**src/rtl/dvfs_pstate_ctrl.sv**
```systemverilog
module dvfs_pstate_ctrl #(
  parameter int NUM_CORES     = 4,
  parameter int XITION_CYCLES = 32
) (
  input  logic        clk,
  input  logic        rst_n,
  input  logic        reg_wr,
  input  logic [11:0] reg_addr,
  input  logic [31:0] reg_wdata,
  output logic [31:0] reg_rdata,
  output logic        irq,
  output logic [2:0]  lvl_idx,
  output logic [31:0] lvl_desc
);
  localparam int NLVL = 8;
  localparam int CW   = $clog2(XITION_CYCLES + 1);
  localparam logic [11:0] A_CTRL  = 12'h060;
  localparam logic [11:0] A_DESC  = 12'h064;
  localparam logic [11:0] A_CORE  = 12'h090;
  localparam logic [11:0] A_LIMIT = 12'h0A0;
  localparam logic [11:0] A_STAT  = 12'h0A4;
  localparam logic [11:0] A_EVEN  = 12'h0D0;
  localparam logic [11:0] A_IREN  = 12'h0D4;
  localparam logic [11:0] A_PEND  = 12'h0D8;

  logic          en, evt_en, irq_en, pend, busy;
  logic [31:0]   desc [NLVL];
  logic [2:0]    req  [NUM_CORES];
  logic [2:0]    limit, cur, dest, tgt;
  logic [CW-1:0] cnt;
  logic          done, start;

  always_comb begin
    tgt = 3'd7;
    for (int c = 0; c < NUM_CORES; c++) begin
      if (req[c] > limit) begin
        if (limit < tgt) tgt = limit;
      end else if (req[c] < tgt) begin
        tgt = req[c];
      end
    end
  end

  assign done  = busy && (cnt == '0);
  assign start = !busy && en && (tgt != cur);

  always_ff @(posedge clk or negedge rst_n) begin
    if (!rst_n) begin
      en     <= 1'b0;
      evt_en <= 1'b0;
      irq_en <= 1'b0;
      limit  <= 3'd7;
      for (int i = 0; i < NLVL; i++) desc[i] <= '0;
      for (int c = 0; c < NUM_CORES; c++) req[c] <= '0;
    end else if (reg_wr) begin
      if (reg_addr == A_CTRL)  en     <= reg_wdata[0];
      if (reg_addr == A_EVEN)  evt_en <= reg_wdata[0];
      if (reg_addr == A_IREN)  irq_en <= reg_wdata[0];
      if (reg_addr == A_LIMIT) limit  <= reg_wdata[2:0];
      for (int i = 0; i < NLVL; i++)
        if (reg_addr == A_DESC + 12'(4 * i)) desc[i] <= reg_wdata;
      for (int c = 0; c < NUM_CORES; c++)
        if (reg_addr == A_CORE + 12'(4 * c)) req[c] <= reg_wdata[2:0];
    end
  end

  always_ff @(posedge clk or negedge rst_n) begin
    if (!rst_n) begin
      busy <= 1'b0;
      cur  <= '0;
      dest <= '0;
      cnt  <= '0;
    end else if (start) begin
      busy <= 1'b1;
      dest <= tgt;
      cnt  <= CW'(XITION_CYCLES - 1);
    end else if (done) begin
      busy <= 1'b0;
      cur  <= dest;
    end else if (busy) begin
      cnt  <= cnt - 1'b1;
    end
  end

  always_ff @(posedge clk or negedge rst_n) begin
    if (!rst_n)                               pend <= 1'b0;
    else if (done && evt_en && irq_en)        pend <= 1'b1;
    else if (reg_wr && reg_addr == A_PEND && reg_wdata[0]) pend <= 1'b0;
  end

  logic [31:0] upper;
  assign upper = {23'd0, !busy, 1'b0, cur, 4'd0};

  always_comb begin
    reg_rdata = '0;
    case (reg_addr)
      A_CTRL:  reg_rdata = {31'd0, en};
      A_LIMIT: reg_rdata = {29'd0, limit};
      A_STAT:  reg_rdata = upper | {29'd0, tgt};
      A_EVEN:  reg_rdata = {31'd0, evt_en};
      A_IREN:  reg_rdata = {31'd0, irq_en};
      A_PEND:  reg_rdata = {31'd0, pend};
      default: ;
    endcase
    for (int i = 0; i < NLVL; i++)
      if (reg_addr == A_DESC + 12'(4 * i)) reg_rdata = desc[i];
    for (int c = 0; c < NUM_CORES; c++)
      if (reg_addr == A_CORE + 12'(4 * c)) reg_rdata = upper | {29'd0, req[c]};
  end

  assign irq      = pend;
  assign lvl_idx  = cur;
  assign lvl_desc = desc[cur];
endmodule


```
**config.mk**
```make
export PLATFORM = sky130hd
export DESIGN_NAME = dvfs_pstate_ctrl
export DESIGN_NICKNAME = d
export VERILOG_FILES = /design/src/rtl/dvfs_pstate_ctrl.sv
export SDC_FILE = /design/constraint.sdc
export NUM_CORES = 1
export LEC_CHECK = 0
export CAP_MARGIN = 0
export CORE_MARGIN = 3
export CORE_UTILIZATION = 42
export CTS_BUF_LIST = sky130_fd_sc_hd__clkbuf_4 sky130_fd_sc_hd__clkbuf_8
export DETAILED_ROUTE_END_ITERATION = 12
export GPL_TIMING_DRIVEN = 0
export SKIP_CTS_REPAIR_TIMING = 1
export SKIP_LAST_GASP = 1
export SYNTH_ARGS = -nofsm -noshare
export SYNTH_HDL_FRONTEND = slang
export SYNTH_SLANG_ARGS = --single-unit
```
**constraint.sdc**
```tcl
create_clock -name clk -period 11 [get_ports clk]
set_input_delay 3.3 -clock clk [delete_from_list [all_inputs] [get_ports clk]]
set_output_delay 3.3 -clock clk [all_outputs]
set_load 0.02 [all_outputs]
```
Word-level counts from Yosys, hierarchy flattened. Index checks and enable logic that the tools add are counted.

Output and inout port bits: 68. Word-level logic and storage cells: 127. Bits in registers: 288.

Mux-type cells: 35. Magnitude comparators: 13. Reduce and logical (&&, ||, !) cells: 30. Bitwise logic cells: 7. Equal/unequal tests: 20. Add/subtract/negate cells: 1.

Operator list (number): $mux W32 (14); $eq A12 B8 Y1 const B (10); $bmux W32 S3 (1); $eq A12 B7 Y1 const B (8); $pmux W9 S6 (1); $or A9 B3 Y9 (5); $mux W3 (12); $reduce_and A2 Y1 (18); $lt A3 B3 Y1 (6); $mux W6 (3); $gt A3 B3 Y1 (4); $logic_and A1 B1 Y1 (7); $logic_not A6 Y1 (1); $lt A3 B3 Y1 const B (2); $reduce_bool A2 Y1 (3); $sub A6 B1 Y6 const B (1); $ge A4 B4 Y1 const B (1); $mux W1 (4); $not A3 Y4 (1); $ne A3 B3 Y1 (1); $ne A2 B1 Y1 const B (1); $logic_not A1 Y1 (1); $not A1 Y1 (1).

Depth between registers and ports, before layout.
Word-level depth: 26. Gate-level depth with buffers: 22. Gate-level depth less buffers: 21.

Least setup slack after synthesis. Ideal clock, no wire load.

Path kind: input port to output port. From: in reg_addr[9]. To: out reg_rdata[1]. Arrival: 5949 ps. Path buffers: 2. Cell stages on the path: 10. Slack: 1751 ps. Cell sequence: nor4_1 -> nand2_1 -> or3_1 -> clkbuf_1 -> nor2_1 -> clkbuf_1 -> a22oi_1 -> nand4_1 -> o22ai_1 -> a222oi_1.

Word-level cells in the longest chain between the ends: 14.

RTL lines: from (decl) (line 8) `input logic [11:0] reg_addr,`; $eq A12 B8 Y1 / $eq A12 B7 Y1 (equally long branches) (line 96) `case (reg_addr)`; $pmux W9 S6 (line 96); $mux W32 (8 in series) (line 106) `if (reg_addr == A_DESC + 12'(4 * i)) reg_rdata = desc[i];`; $mux W32 (3 in series) (line 108) `if (reg_addr == A_CORE + 12'(4 * c)) reg_rdata = upper | {29'd0, req[c]};`; $mux W32 (*) (line 108); to (decl) (line 10) `output logic [31:0] reg_rdata,`.

Mark *: on every way between the ends. The rest lies on a longest branch, timed or not.

Final worst setup path.
From: in reg_addr[2]. To: out reg_rdata[21].

Word-level cells in the longest chain between the ends: 13.

RTL lines (line): $eq A12 B7 Y1 (106); $mux W32 (8 in series) (106); $mux W32 (3 in series) (108); $mux W32 (*) (108).

Marks and branches as above.

==> run metrics <==
most frequent cell after synthesis mux2_2; crit path launch type primary input; Starting Density 0.4319; buffers from clock root to sink, at most 3; ranking of synthesized cells by area dfrtp_1, mux2_2, mux4_2; combinational family with the most area after synthesis multiplexers; total inserted antenna cells 0; number of antenna violations at the first check in global routing 1; arrival time at the worst endpoint 7.47 ns; I/O pin count 115; Synth-to-Final Area Change 18.11%; Post-Place Worst Slack -0.6505 ns; switching power as a share of total power 0.2354; status completed; TritonCTS clock tree yes; Total Die Area 39450 µm²; Crit. End Element primary output; clock-pin slew reported for the worst setup and hold paths after clock tree synthesis 0.06 ns; HP Class register to register; simple-gate area share of the yosys netlist 0.05788; Port Buf Inserts 112; Inserted Clock Buffers 49; arithmetic-cell share of the synthesized area counting full adders, half adders and majority gates 0.01911; total internal power 1.652 mW; Post-synth ARST share 1.000; average vias per placed instance 6.197; Std-Cell Core Area 36090 µm²; maximum level of the CTS H-tree 2; most frequent cells after synthesis mux2_2, dfrtp_1, nand2_1, mux4_2, clkbuf_1; final count of hold timing violations 0; P_leak 8.331 nW; crit-path max cell delay 0.63 ns; dpl hpwl 31.75 mm; CP max stage cell clkbuf_1; per-instance average area after synthesis 12.70 µm²; minimum period implied by the final worst setup slack 10.77 ns; ANT nets after route 0; area leader, netlist dfrtp_1; max-slew violations 0; number of setup violations in the final report 0; sequential fraction of the synthesis area 0.4627; placed standard-cell area 17340 µm²; WL final 47.15 mm; predominant post-synthesis flop cell dfrtp_1; drt wl/cell 24.96 µm; number of remaining DRC errors 0; combinational power share 0.037; pin slew with the least headroom to its limit 1.128 ns; clock share of power 0.469; total clock sinks 288; count of flip-flops with a built-in enable after synthesis 0; total standard cell area after synthesis 15580 µm²; placement row count 69; Max Clk Rate 0.09281 GHz; post-route worst setup slack 0.2258 ns; proportion of power drawn by flip-flops and latches 0.494; multiplexer fraction of the synthesized cell area 0.3125; Fin Clk Skew 0.02097 ns; routability cong. 0.8887; post-route clock period utilization 0.9795; Die Wd 198.6 µm; fraction of synthesized cell area in xor and xnor cells 0.003372; first drt pass iteration count 6; path type of the worst setup path primary input to primary output; Iteration-0 DRC Markers 984; Yosys warning count 0; count of max-cap constraint violations 0; cells along the critical path clkdlybuf4s50_1 -> nor4_1 -> and2_1 -> nand2_1 -> nor2_1 -> clkbuf_1 -> clkbuf_1 -> a22oi_1 -> nand3_1 -> clkdlybuf4s50_1; distinct cell type count after synthesis 69; worst max-slew margin expressed relative to the limit 0.2479; fraction of final layout cells with drive strength greater than 1 0.3396; Design Area, Final 18410 µm²; total routing usage reported by global routing 0.2395; unrepaired setup endpoints after global routing false; proportion of netlist area held by the largest area contributor 0.4576; total grt overflow 0; synthesized instance count 1227; number of nets in the layout 1462; maximum fanout count along the critical path 10; compound-cell area share of the yosys netlist 0.1171; insertion delay to the later sink of the worst-skew pair 0.61 ns; cell at the root of the clock tree clkbuf_8; net switching component of the power 0.5087 mW; Synth Net Count 1297; vias 11.71k; largest net degree at the start of global routing 110; peak ir drop on the vdd network 0.08921 mV; post-synthesis register bit count 288; global-route wire length before repair 72.56 mm; Power Density 117.4 nW/µm²; die height 198.6 µm; Worst EP required 7.70 ns; vias in the first global route 11.85k
[path summary, 6_finish.rpt]
kind	cells after the start	slack, ns	startpoint	end
setup / recovery	10	0.23	reg_addr[2]	reg_rdata[21]
hold / removal	1	0.51	dest[1]	dest[1]
setup reg to reg	19	5.10	limit[1]	dest[2]
hold reg to reg	1	0.51	dest[1]	dest[1]
max in group asynchronous	3	6.90	rst_n	desc[148]
min in group asynchronous	1	2.65	rst_n	cnt[4]
[sequential cells by signal (all words and copies together), names as in the netlist]
register and count:
irq_en 1, irq 1, cnt 6, evt_en 1, lvl_idx 3, limit 3, en 1, desc 256
dest 3, req 12, busy 1
[cell usage in the layout, fill, tap and decap left out, types with 34 or more instances in the layout]
| cell type | n |
|---|---|
| mux2_2 | 297 |
| dfrtp_1 | 285 |
| nand3_1 | 41 |
| a22oi_1 | 62 |
| o21ai_0 | 34 |
| clkdlybuf4s50_1 | 111 |
| clkbuf_8 | 60 |
| nor2_1 | 38 |
| nand2_1 | 66 |
| clkbuf_1 | 50 |
| mux4_2 | 64 |
[kinds of logic (layout without fill, tap and decap cells)]
| family | Yosys count | in the layout |
|---|---|---|
| mux | 368 | 368 |
| flops | 288 | 288 |
| compound gates | 237 | 237 |
| simple gates | 191 | 191 |
| buf+inv | 113 | 314 |
| fa+ha+maj | 24 | 24 |
| xor+xnor | 6 | 6 |
[worst max-delay path, delay by kind of cell]
family	cells	cell delay, ns
compound gates	1	0.19
buf+inv	4	2.37
simple gates	5	1.60
[metrics by stage]
step / power [mW] / TNS, ns / cells / util / hold WS [ns]
floorplan: 1.107 / 0 / 1227 / - / 0.4661
global placement: 1.166 / -1792.53 / 1800 / 0.4789 / 0.4946
detailed placement: 1.167 / -14.46 / 1802 / 0.4806 / 0.4966
CTS: 2.184 / -14.82 / 1889 / 0.5091 / 0.5114
global route: 2.240 / 0 / 1889 / 0.5101 / 0.5259
finish: 2.161 / 0 / 1889 / 0.5101 / 0.5140
[cell type report]
cell class                 instances  area (µm²)
clock buffer                      79       968.4
fill                            3238       17680
sequential                       288        7211
tap                              461       576.8
inverter                          32       121.4
timing repair buffer             114        1181
buffer                            81       322.8
multi-input combinational        826        7966
clock inverter                     8       60.06
[per-layer routing]
metal	part of all wire	vias to the layer above	wire length, µm	GRT usage
li1	-	5107	-	-
met1	0.44	6045	20970	0.3448
met2	0.46	481	21720	0.3786
met3	0.076	71	3604	0.04759
met4	0.018	2	851	0.05284
met5	0.00023	-	11	0
[power groups by stage]
stage,logic (mW),clock network (mW),registers (mW)
after CTS,0.0807,1.04,1.07
after floorplan,0.0207,0,1.09
after global placement,0.0774,0,1.09
after detailed placement,0.0804,0,1.09
after global routing,0.0890,1.08,1.07
final,0.0800,1.01,1.07
Note: power is estimated with default switching activity, not from simulation.
